**src/rtl/cmdrom_pkg.sv**
```systemverilog
package cmdrom_pkg;
    localparam int ADDR_W   = 19;
    localparam int BYTE_W   = 8;
    localparam int N_PORTS  = 2;
    localparam int N_ABYTES = (ADDR_W + BYTE_W - 1) / BYTE_W;

    typedef enum logic [2:0] {
        SEL_ROM  = 3'd0,
        SEL_ALO  = 3'd1,
        SEL_AMID = 3'd2,
        SEL_AHI  = 3'd3,
        SEL_P0   = 3'd4,
        SEL_P1   = 3'd5,
        SEL_D0   = 3'd6,
        SEL_D1   = 3'd7
    } sel_e;

    typedef struct packed {
        logic [BYTE_W-1:0] outv;
        logic [BYTE_W-1:0] dir;
    } port_regs_t;

    // Array contents as a pure function of the address
    function automatic logic [BYTE_W-1:0] rom_byte(input logic [ADDR_W-1:0] a);
        logic [N_ABYTES*BYTE_W-1:0] ext;
        logic [BYTE_W-1:0] acc;
        ext = '0;
        ext[ADDR_W-1:0] = a;
        acc = 8'hA5;
        for (int k = 0; k < N_ABYTES; k++)
            acc = acc ^ ext[k*BYTE_W +: BYTE_W];
        return acc;
    endfunction
endpackage

```
**src/rtl/strobe_edge.sv**
```systemverilog
module strobe_edge #(
    parameter int STAGES = 2
) (
    input  logic clk,
    input  logic rst,
    input  logic strb_n,
    output logic rise
);
    logic [STAGES:0] sh;

    always_ff @(posedge clk) begin
        if (rst) sh <= '1;
        else     sh <= {sh[STAGES-1:0], strb_n};
    end

    assign rise = sh[STAGES-1] & ~sh[STAGES];


    single_pulse_chk: assert property (@(posedge clk) disable iff (rst)
        rise |=> !rise);
endmodule

```
**src/rtl/addr_counter.sv**
```systemverilog
module addr_counter
    import cmdrom_pkg::*;
#(
    parameter int AW = ADDR_W
) (
    input  logic              clk,
    input  logic              rst,
    input  logic              wr_en,
    input  logic [1:0]        wr_idx,
    input  logic [BYTE_W-1:0] wr_byte,
    input  logic              inc,
    output logic [AW-1:0]     addr
);
    localparam int NB = (AW + BYTE_W - 1) / BYTE_W;
    localparam int EW = NB * BYTE_W;

    logic [EW-1:0] ext_cur, ext_new;

    always_comb begin
        ext_cur = '0;
        ext_cur[AW-1:0] = addr;
        ext_new = ext_cur;
        for (int k = 0; k < NB; k++)
            if (wr_idx == k[1:0]) ext_new[k*BYTE_W +: BYTE_W] = wr_byte;
    end

    always_ff @(posedge clk) begin
        if (rst)        addr <= '0;
        else if (wr_en) addr <= ext_new[AW-1:0];
        else if (inc)   addr <= addr + 1'b1;
    end


    step_one_chk: assert property (@(posedge clk) disable iff (rst)
        (inc && !wr_en) |=> addr == $past(addr) + 1'b1);

    hold_chk: assert property (@(posedge clk) disable iff (rst)
        (!inc && !wr_en) |=> $stable(addr));

    hi_keeps_low_chk: assert property (@(posedge clk) disable iff (rst)
        (wr_en && wr_idx == 2'd2) |=> addr[15:0] == $past(addr[15:0]));
endmodule

```
**src/rtl/xport_bank.sv**
```systemverilog
module xport_bank
    import cmdrom_pkg::*;
#(
    parameter int NP = N_PORTS
) (
    input  logic                     clk,
    input  logic                     rst,
    input  logic                     ce_n,
    input  logic                     wr_en,
    input  logic                     wr_dir,
    input  logic [$clog2(NP)-1:0]    wr_port,
    input  logic [BYTE_W-1:0]        wr_byte,
    output port_regs_t [NP-1:0]      regs
);
    for (genvar p = 0; p < NP; p++) begin : g_port
        always_ff @(posedge clk) begin
            if (rst) begin
                regs[p] <= '0;
            end else if (wr_en && wr_port == p) begin
                if (wr_dir) regs[p].dir  <= wr_byte;
                else        regs[p].outv <= wr_byte;
            end
        end


        deselect_hold_chk: assert property (@(posedge clk) disable iff (rst)
            ce_n |=> $stable(regs[p]));
    end
endmodule

```
**src/rtl/cmdrom_xio.sv**
```systemverilog
module cmdrom_xio
    import cmdrom_pkg::*;
(
    input  logic       clk,
    input  logic       rst,
    input  logic       ce_n,
    input  logic       we_n,
    input  logic       oe_n,
    input  logic [2:0] rsel,
    input  logic [7:0] bus_in,
    output logic [7:0] bus_out,
    output logic       bus_oe,
    input  logic [7:0] p0_pin_in,
    output logic [7:0] p0_out,
    output logic [7:0] p0_oe,
    input  logic [7:0] p1_pin_in,
    output logic [7:0] p1_out,
    output logic [7:0] p1_oe
);
    logic we_rise, oe_rise;
    logic [ADDR_W-1:0] addr;
    port_regs_t [N_PORTS-1:0] pregs;
    sel_e sel;
    logic ctr_wr, ctr_inc, port_wr;

    assign sel = sel_e'(rsel);

    strobe_edge #(.STAGES(2)) u_we (.clk(clk), .rst(rst), .strb_n(we_n), .rise(we_rise));
    strobe_edge #(.STAGES(2)) u_oe (.clk(clk), .rst(rst), .strb_n(oe_n), .rise(oe_rise));

    assign ctr_wr  = we_rise && !ce_n && (sel == SEL_ALO || sel == SEL_AMID || sel == SEL_AHI);
    assign ctr_inc = oe_rise && !ce_n && (sel == SEL_ROM);
    assign port_wr = we_rise && !ce_n && rsel[2];

    addr_counter #(.AW(ADDR_W)) u_ctr (
        .clk(clk), .rst(rst), .wr_en(ctr_wr), .wr_idx(rsel[1:0] - 2'd1),
        .wr_byte(bus_in), .inc(ctr_inc), .addr(addr)
    );

    xport_bank #(.NP(N_PORTS)) u_ports (
        .clk(clk), .rst(rst), .ce_n(ce_n), .wr_en(port_wr), .wr_dir(rsel[1]),
        .wr_port(rsel[0]), .wr_byte(bus_in), .regs(pregs)
    );

    assign p0_out = pregs[0].outv;
    assign p0_oe  = pregs[0].dir;
    assign p1_out = pregs[1].outv;
    assign p1_oe  = pregs[1].dir;

    logic [23:0] addr_ext;
    assign addr_ext = {{(24-ADDR_W){1'b0}}, addr};

    always_comb begin
        unique case (sel)
            SEL_ROM:  bus_out = rom_byte(addr);
            SEL_ALO:  bus_out = addr_ext[7:0];
            SEL_AMID: bus_out = addr_ext[15:8];
            SEL_AHI:  bus_out = addr_ext[23:16];
            SEL_P0:   bus_out = p0_pin_in;
            SEL_P1:   bus_out = p1_pin_in;
            SEL_D0:   bus_out = pregs[0].dir;
            SEL_D1:   bus_out = pregs[1].dir;
            default:  bus_out = '0;
        endcase
    end

    assign bus_oe = !ce_n && !oe_n;


    bus_quiet_chk: assert property (@(posedge clk) disable iff (rst)
        (ce_n || oe_n) |-> !bus_oe);

    no_inc_deselected_chk: assert property (@(posedge clk) disable iff (rst)
        (ce_n && !we_rise) |=> $stable(addr));
endmodule

```
**config.mk**
```make
export PLATFORM = sky130hd
export DESIGN_NAME = cmdrom_xio
export DESIGN_NICKNAME = d
export VERILOG_FILES = /design/src/rtl/cmdrom_pkg.sv /design/src/rtl/strobe_edge.sv /design/src/rtl/addr_counter.sv /design/src/rtl/xport_bank.sv /design/src/rtl/cmdrom_xio.sv
export SDC_FILE = /design/constraint.sdc
export NUM_CORES = 1
export LEC_CHECK = 0
export ABC_AREA = 1
export BUFFER_PORTS_ARGS = -buffer_cell sky130_fd_sc_hd__buf_2
export CORE_MARGIN = 8
export CORE_UTILIZATION = 46
export DETAILED_ROUTE_END_ITERATION = 10
export PLACE_DENSITY = 0.65
export RECOVER_POWER = 50
export SETUP_SLACK_MARGIN = 0.4
export SLEW_MARGIN = 25
export SYNTH_ARGS = -nofsm -noshare
export SYNTH_HDL_FRONTEND = slang
export SYNTH_HIERARCHICAL = 1
export SYNTH_SLANG_ARGS = --single-unit
```
**constraint.sdc**
```tcl
create_clock -name clk -period 2.3 [get_ports clk]
set_input_delay 0.23 -clock clk [delete_from_list [all_inputs] [get_ports clk]]
set_output_delay 0.23 -clock clk [all_outputs]
set_load 0.03 [all_outputs]
```
==> metrics.csv, run 1 <==
metric;value;unit
grt_max_degree;25;
fin_cells;790;
cpMostUsedCell;nand2_1;
m1WireLength;5152;um
synth_compound_area_share;10.90;%
num_vias;4000;
dp_hpwl;8316;um
seq_power_share;41.3;%
r2r_start;u_we/sh[1];
crit_chain;buf_2 > inv_1 > ha_1 > buf_4 > nand2_1 > inv_2 > nand2_1 > nand2_1 > nor2_1 > nand3b_1 > buf_4;
final-max-slew-violation-count;0;
post-place-ws;0.1195;ns
yosysSeqAreaShare;30.77;%
avgViaCountPerCell;5.063;
worst_pin_slew;0.7493;ns
antenna_found_initial;0;
stdcell_area;4378;sq um
final-hold-violation-count;0;
cap_violations;0;
totalPowerFinal;2.428;mW
clk_pin_slew;0.07;ns
p_leak;2.125;nW
yosys.area_share.simple;42.78;%
hold-path-endpoint;u_we/sh[0];
internal_power;1.813;mW
rsz0062_at_grt;no;
wl_met2;5240;um
layout-drive-gt1-share;15.84;%
max_clock_freq;547.6;MHz
critPathBufInv;5;
clk_path_buf_depth;2;
drt-initial-drc-count;273;
hold_path.class;input pin to flop;
setup-tns-final;0;ns
setup_violations;0;
portBuffers;72;
highest_layer;met4;
worst-path-max-fanout;8;
core_area;7767;sq um
ff2ff_path_depth;9;
cellPowerDensity;554.5;nW/um^2
num_antenna_cells;0;
status;finished clean;
route.final.wire_length;11210;um
gp_routability_congestion;0.8744;
wl_met3;671;um
h-tree-depth;3;
routedWlPerCell;14.19;um
synthesis.area;3709;sq um
end_kind;output pin;
cts_root_buffer;clkbuf_8;
cts_tree;yes;
skew;0.01223;ns
drt_first_pass_iters;4;
synth-edff-count;0;
power_frac_comb;10.1;%
r2r_slack;0.51;ns
grt.overflow.total;0;
power.switching;0.6146;mW
synthesis.nets;647;
arrival;1.60;ns
ys_types;35;
synth_seq_cells;57;
ys_warn_count;6;
switching_share;25.32;%
grt_pass1_vias;3841;
synthFlopType;dfxtp_1;
holdPathStages;3;
rr_endpoint;u_ports/regs[5];
start_util;47.74;%
ir_worst_vdd;0.3614;mV
hold_start;we_n;
avgSynthCellArea;6.080;sq um
synthMuxAreaShare;0;%
async_flop_share;0;%
drc;0;
clkPwrFrac;48.7;%
synthCells;610;
cts_num_sinks;57;
syn_to_final_growth;18.05;%
period_needed;1.826;ns
fin_crit_sh;79.40;%
synth_adder_area_share;1.687;%
crit_slowest_cell;ha_1;
critPathKind;input pin to output pin;
fp.dieH;105.8;um
synth_xor_area_share;1.417;%
slowest_delay;0.22;ns
track_usage;20.38;%
die_x;105.8;um
worst_slack;0.4739;ns
cp-start-kind;input pin;
placed_cells;774;
clock_latency;0.35;ns
numCtsBuffers;9;
critPathTopFamily;buffers and inverters;
placed_area;4158;sq um
fin_nets;721;
grt_pass1_wl;18590;um
ios;73;
die_area;11190;sq um
rows;32;
required;2.07;ns
ant_nets;0;
slew-limit-headroom;49.99;%
synth_top_family_by_area;simple AND/OR/NAND/NOR gates;
[final cells by class]
type / instances / area (sq um)
multi-input combinational: 447 / 2126
tap: 102 / 127.6
timing repair buffer: 83 / 407.9
sequential: 57 / 1141
inverter: 86 / 334.1
fill: 817 / 3390
clock buffer: 10 / 137.6
clock inverter: 5 / 103.9
[state kept, by name (all words and copies together), names as in the netlist]
name          cells
u_ctr/addr       19
u_ports/regs     32
u_we/sh           3
u_oe/sh           3
[how the worst max path moves through the flow]
stage,startpoint,endpoint,slack (ns),cells past startpoint
2_1_floorplan,rsel[0],u_ctr/addr[6],0.45,14
3_3_place_gp,rsel[0],u_ctr/addr[6],0.26,12
3_5_place_dp,rsel[0],u_ctr/addr[7],0.12,13
4_1_cts,rsel[0],bus_out[7],0.43,9
5_1_grt,u_we/sh[1],u_ports/regs[5],0.33,9
6_report,rsel[1],bus_out[7],0.47,11
[through the flow]
step	hold WS, ns	util, %
3_5_place_dp	0.4058	53.53
5_1_grt	0.04898	56.36
4_1_cts	0.04650	56.64
3_3_place_gp	0.3932	53.53
2_1_floorplan	0.3148	-
6_report	0.05063	56.36
[cell usage in the layout, fill, tap and decap left out, drive strengths merged]
cell,Yosys,layout
nand2,192,192
nor2,97,97
inv,86,85
nand3,59,59
dfxtp,57,57
buf,19,48
clkbuf,1,45
a21oi,36,36
o21ai,24,24
nand4,9,9
nand3b,5,5
ha,5,5
o21bai,4,4
xor2,3,3
xnor2,3,3
bufinv,0,3
nor3,3,3
a31oi,2,2
or2,2,2
clkinv,0,2
clkinvlp,0,1
o31ai,1,1
o21a,1,1
o211ai,1,1
[cells in the mapped netlist, types with 5 or more instances]
cell type | n | area share (%)
buf_4 | 6 | 1.2
dfxtp_1 | 57 | 31
a21oi_2 | 5 | 1.2
nor2_2 | 9 | 1.5
o21ai_0 | 23 | 3.1
nor2_1 | 86 | 8.7
ha_1 | 5 | 1.7
inv_1 | 80 | 8.1
nand3_1 | 56 | 7.6
nand2_1 | 182 | 18
nand3b_1 | 5 | 1.0
a21oi_1 | 31 | 4.2
nand4_1 | 9 | 1.5
buf_2 | 9 | 1.2
nand2_2 | 10 | 1.7
[worst min-delay path: cells and delay by family]
kind / cells / cell delay, ns
buffers and inverters: 2 / 0.10
and+or+nand+nor: 1 / 0.04
[power groups by stage]
stage | clock (mW) | sequential (mW) | combinational [mW]
6_report | 1.18 | 1.00 | 0.245
4_1_cts | 1.19 | 1.00 | 0.239
3_5_place_dp | 0 | 1.02 | 0.239
2_1_floorplan | 0 | 1.03 | 0.146
3_3_place_gp | 0 | 1.02 | 0.235
5_1_grt | 1.25 | 1.00 | 0.266
[repair_timing]
item                                    in CTS  in global routing
resized for setup                            0                 11
hold buffers                                 0                  0
endpoints found under the setup margin       0                 21
buffers inserted                             0                  1
[layer usage]
layer / GRT usage [%] / vias up
met5: 0 / -
met4: 6.633 / 0
met3: 5.238 / 15
met2: 32.89 / 116
met1: 25.82 / 1823
li1: - / 2046
[cells by family (layout without fill, tap and decap cells)]
| family | count (synthesis) | in the layout |
|---|---|---|
| fa+ha+maj | 5 | 5 |
| simple gates | 367 | 367 |
| xor+xnor | 6 | 6 |
| flops | 57 | 57 |
| compound gates | 69 | 69 |
| buf+inv | 106 | 184 |
Note: power is estimated with default switching activity, not from simulation.
==> inputs of run 2 (changes only) <==
Settings changed: ABC_AREA 1 to 0, PLACE_DENSITY 0.65 to 0.69.
Clock period 2.3 ns to 1.5 ns, I/O delays scaled along.
==> run 2 against run 1 <==
Effect of this change:
- register-to-register slack worse by 0.95 ns
- non-clock buffer count is 86 higher
- global-route usage is 3.1 points higher
- clock-buffer cell count is 1 lower
- clock power is 25% higher
- final area is 23% higher
- the run now ends with negative setup slack left
- first-iteration DRC count is 11% higher
- worst setup slack worse by 0.91 ns
- total power is 50% higher
- sequential share of layout area is 4.7 points lower
==> metrics.csv, run 2 <==
metric;value;unit;change
start_util;46.98;%;-0.76 points
h-tree-depth;3;;unchanged
synth-edff-count;0;;unchanged
routedWlPerCell;19.39;um;+37%
mostFrequentLayoutCells;buf_4 (67), dfxtp_1 (51), nand2b_1 (42), mux2i_1 (34);;
worst_pin_slew;0.3903;ns;-0.3590 ns
final_common_cell;buf_4;;
clock_latency;0.35;ns;about the same
ios;73;;unchanged
skew;0.01529;ns;+0.003065 ns
grt.overflow.total;0;;unchanged
syn_to_final_growth;58.73;%;
grt_pass1_wl;18950;um;+1.9%
power.switching;1.053;mW;+71%
internal_power;2.591;mW;+43%
grt_pass1_vias;3707;;-3.5%
cts_root_buffer;clkbuf_8;;
dp_hpwl;8038;um;-3.3%
final-hold-violation-count;0;;unchanged
clkPwrFrac;40.5;%;-8.2 points
end_kind;flop;;
ant_nets;0;;unchanged
track_usage;23.50;%;+3.1 points
synthMuxAreaShare;11.37;%;+11 points
rows;31;;-3.1%
core_area;7214;sq um;-7.1%
switching_share;28.91;%;+3.6 points
r2r_slack;-0.44;ns;-0.95 ns
die_area;10370;sq um;-7.3%
avgSynthCellArea;8.920;sq um;+47%
cts_num_sinks;57;;unchanged
slew-limit-headroom;74.09;%;+24 points
num_vias;3776;;-5.6%
synthesis.nets;417;;-36%
synthesis.area;3390;sq um;-8.6%
totalPowerFinal;3.644;mW;+50%
clk_pin_slew;0.08;ns;about the same
ir_worst_vdd;0.4364;mV;+21%
utilization;74.58;%;+18 points
stdcell_area;5380;sq um;+23%
synth_top_area_cell;dfxtp_1;;
synth_top_family_by_area;simple AND/OR/NAND/NOR gates;;
largest_reg_flops;32;;unchanged
synth_compound_area_share;19.53;%;+8.6 points
setup_violations;27;;+27
drc;0;;unchanged
antenna_found_initial;0;;unchanged
synth.area.top_cells;dfxtp_1 (34%), mux2i_1 (10%), nand2b_1 (8.1%), a22oi_1 (3.1%), a221oi_1 (2.3%);;
worst-path-max-fanout;8;;unchanged
layout-drive-gt1-share;43.91;%;+28 points
fin_nets;574;;-20%
synth_common_cells;dfxtp_1 (57), nand2b_1 (44), mux2i_1 (34);;
route.final.wire_length;12430;um;+11%
synth.most_common_cell;dfxtp_1;;
hold_path.class;input pin to flop;;
period_needed;1.940;ns;
rsz0062_at_grt;yes;;
synthCells;380;;-38%
synth_adder_area_share;1.846;%;+0.16 points
yosysSeqAreaShare;33.67;%;+2.9 points
synth_top_area_share;33.67;%;+2.9 points
biggestRegsByFlops;u_ports/regs: 32 flops, u_ctr/addr: 19 flops;;
failed_checks;negative setup slack;;
yosys.area_share.simple;24.73;%;-18 points
max_clock_freq;515.4;MHz;
portBuffers;72;;unchanged
p_leak;2.260;nW;+6.4%
cap_violations;0;;unchanged
cp-startpoint;u_we/sh[1];;
numCtsBuffers;9;;unchanged
gp_routability_congestion;0.9228;;+5.5%
ys_warn_count;6;;unchanged
grt_max_degree;68;;+170%
largest_register;u_ports/regs;;
die_x;101.8;um;-3.7%
ff2ff_path_depth;7;;-2
fp.dieH;101.8;um;-3.7%
crit_end;u_ctr/addr[13];;
clk_path_buf_depth;2;;unchanged
power_frac_comb;17.1;%;+7.0 points
synth_xor_area_share;3.322;%;+1.9 points
r2r_start;u_we/sh[1];;
avgViaCountPerCell;5.891;;+16%
cellPowerDensity;677.3;nW/um^2;+22%
setup-tns-final;-9.040;ns;-9.040 ns
synth_seq_cells;57;;unchanged
worst_slack;-0.4403;ns;-0.9142 ns
required;1.74;ns;-0.33 ns
synthFlopType;dfxtp_1;;
seq_power_share;42.4;%;+1.1 points
fin_crit_sh;129.4;%;
drt_first_pass_iters;6;;+2
rr_endpoint;u_ctr/addr[13];;
num_antenna_cells;0;;unchanged
ys_types;63;;+80%
async_flop_share;0;%;unchanged
drt-initial-drc-count;302;;+11%
holdPathStages;3;;unchanged
cts_tree;yes;;
final-max-slew-violation-count;0;;unchanged
critPathKind;flop to flop;;
arrival;2.18;ns;+0.58 ns
status;finished with violations;;
cp-start-kind;flop;;
placed_area;4508;sq um;+8.4%
whs;0.1456;ns;+0.09494 ns
## run 2: changes by cell type in the layout (fill, tap and decap cells not counted), sizes merged, moves of 10 or more
cell    delta
inv       -75
buf       +93
a22oi     +14
nor2      -79
nand2b    +44
nand2    -172
a21oi     -26
mux2i     +34
clkbuf    -10
nand3     -51
o21ai     -11
## run 2: area by class of cell
type / count / area [sq um]
clock buffers: 9 / 123.9
flip-flops and latches: 57 / 1149
well taps: 99 / 123.9
inverters: 11 / 48.80
repair buffers: 169 / 1311
clock inverters: 7 / 70.07
multi-input cells: 289 / 2554
fillers: 510 / 1834
## run 2: cells by family (layout without fill, tap and decap cells)
| kind of cell | count (synthesis) | count (layout) |
|---|---|---|
| buffers and inverters | 34 | 196 |
| adder cells (fa/ha/maj) | 5 | 5 |
| AO/OA/AOI/OAI | 93 | 93 |
| XOR/XNOR | 8 | 8 |
| AND/OR/NAND/NOR | 145 | 145 |
| flip-flops | 57 | 57 |
| multiplexers | 38 | 38 |
## run 2: critical path, stage by stage (launching register included)
cell        delay, ns
dfxtp_2          0.34
nor2b_4          0.14
nor4b_4          0.33
buf_4            0.20
buf_8            0.12
clkinvlp_4       0.25
buf_6            0.20
a311oi_1         0.24
## run 2: power groups by stage
stage               logic [mW]  clock network [mW]  registers [mW]
floorplan                0.317                   0            1.58
global placement         0.503                   0            1.58
detailed placement       0.508                   0            1.58
CTS                      0.601                1.47            1.54
global route             0.653                1.56            1.55
finish                   0.623                1.48            1.54
## run 2: timing repair
item | in CTS | in global routing
pin swaps | 33 | 22
buffers inserted | 17 | 5
endpoints found under the setup margin | 60 | 71
hold endpoints to repair | 2 | 0
resized for setup | 103 | 48
hold buffers | 2 | 0
cloned | 1 | 0
## run 2: layer usage
| metal | routed length (um) | global-route usage, % |
|---|---|---|
| met4 | 476 | 12.75 |
| met1 | 5051 | 27.86 |
| met2 | 6026 | 39.89 |
| met3 | 876 | 3.610 |
| met5 | 0 | 0 |
## run 2: how the worst min path moves through the flow
stage	startpoint	to	slack [ns]
after floorplan	rst	u_oe/sh[0]	0.25
after global placement	we_n	u_we/sh[0]	0.34
after detailed placement	we_n	u_we/sh[0]	0.34
after CTS	bus_in[6]	u_ctr/addr[14]	0.14
after global routing	bus_in[7]	u_ctr/addr[15]	0.15
final	bus_in[7]	u_ctr/addr[15]	0.15
## run 2: stage by stage
step,worst slack (ns),instances
CTS,-0.3638,636
finish,-0.4403,641
global route,-0.5402,641
floorplan,-0.7339,380
global placement,-0.6351,600
detailed placement,-0.6644,600
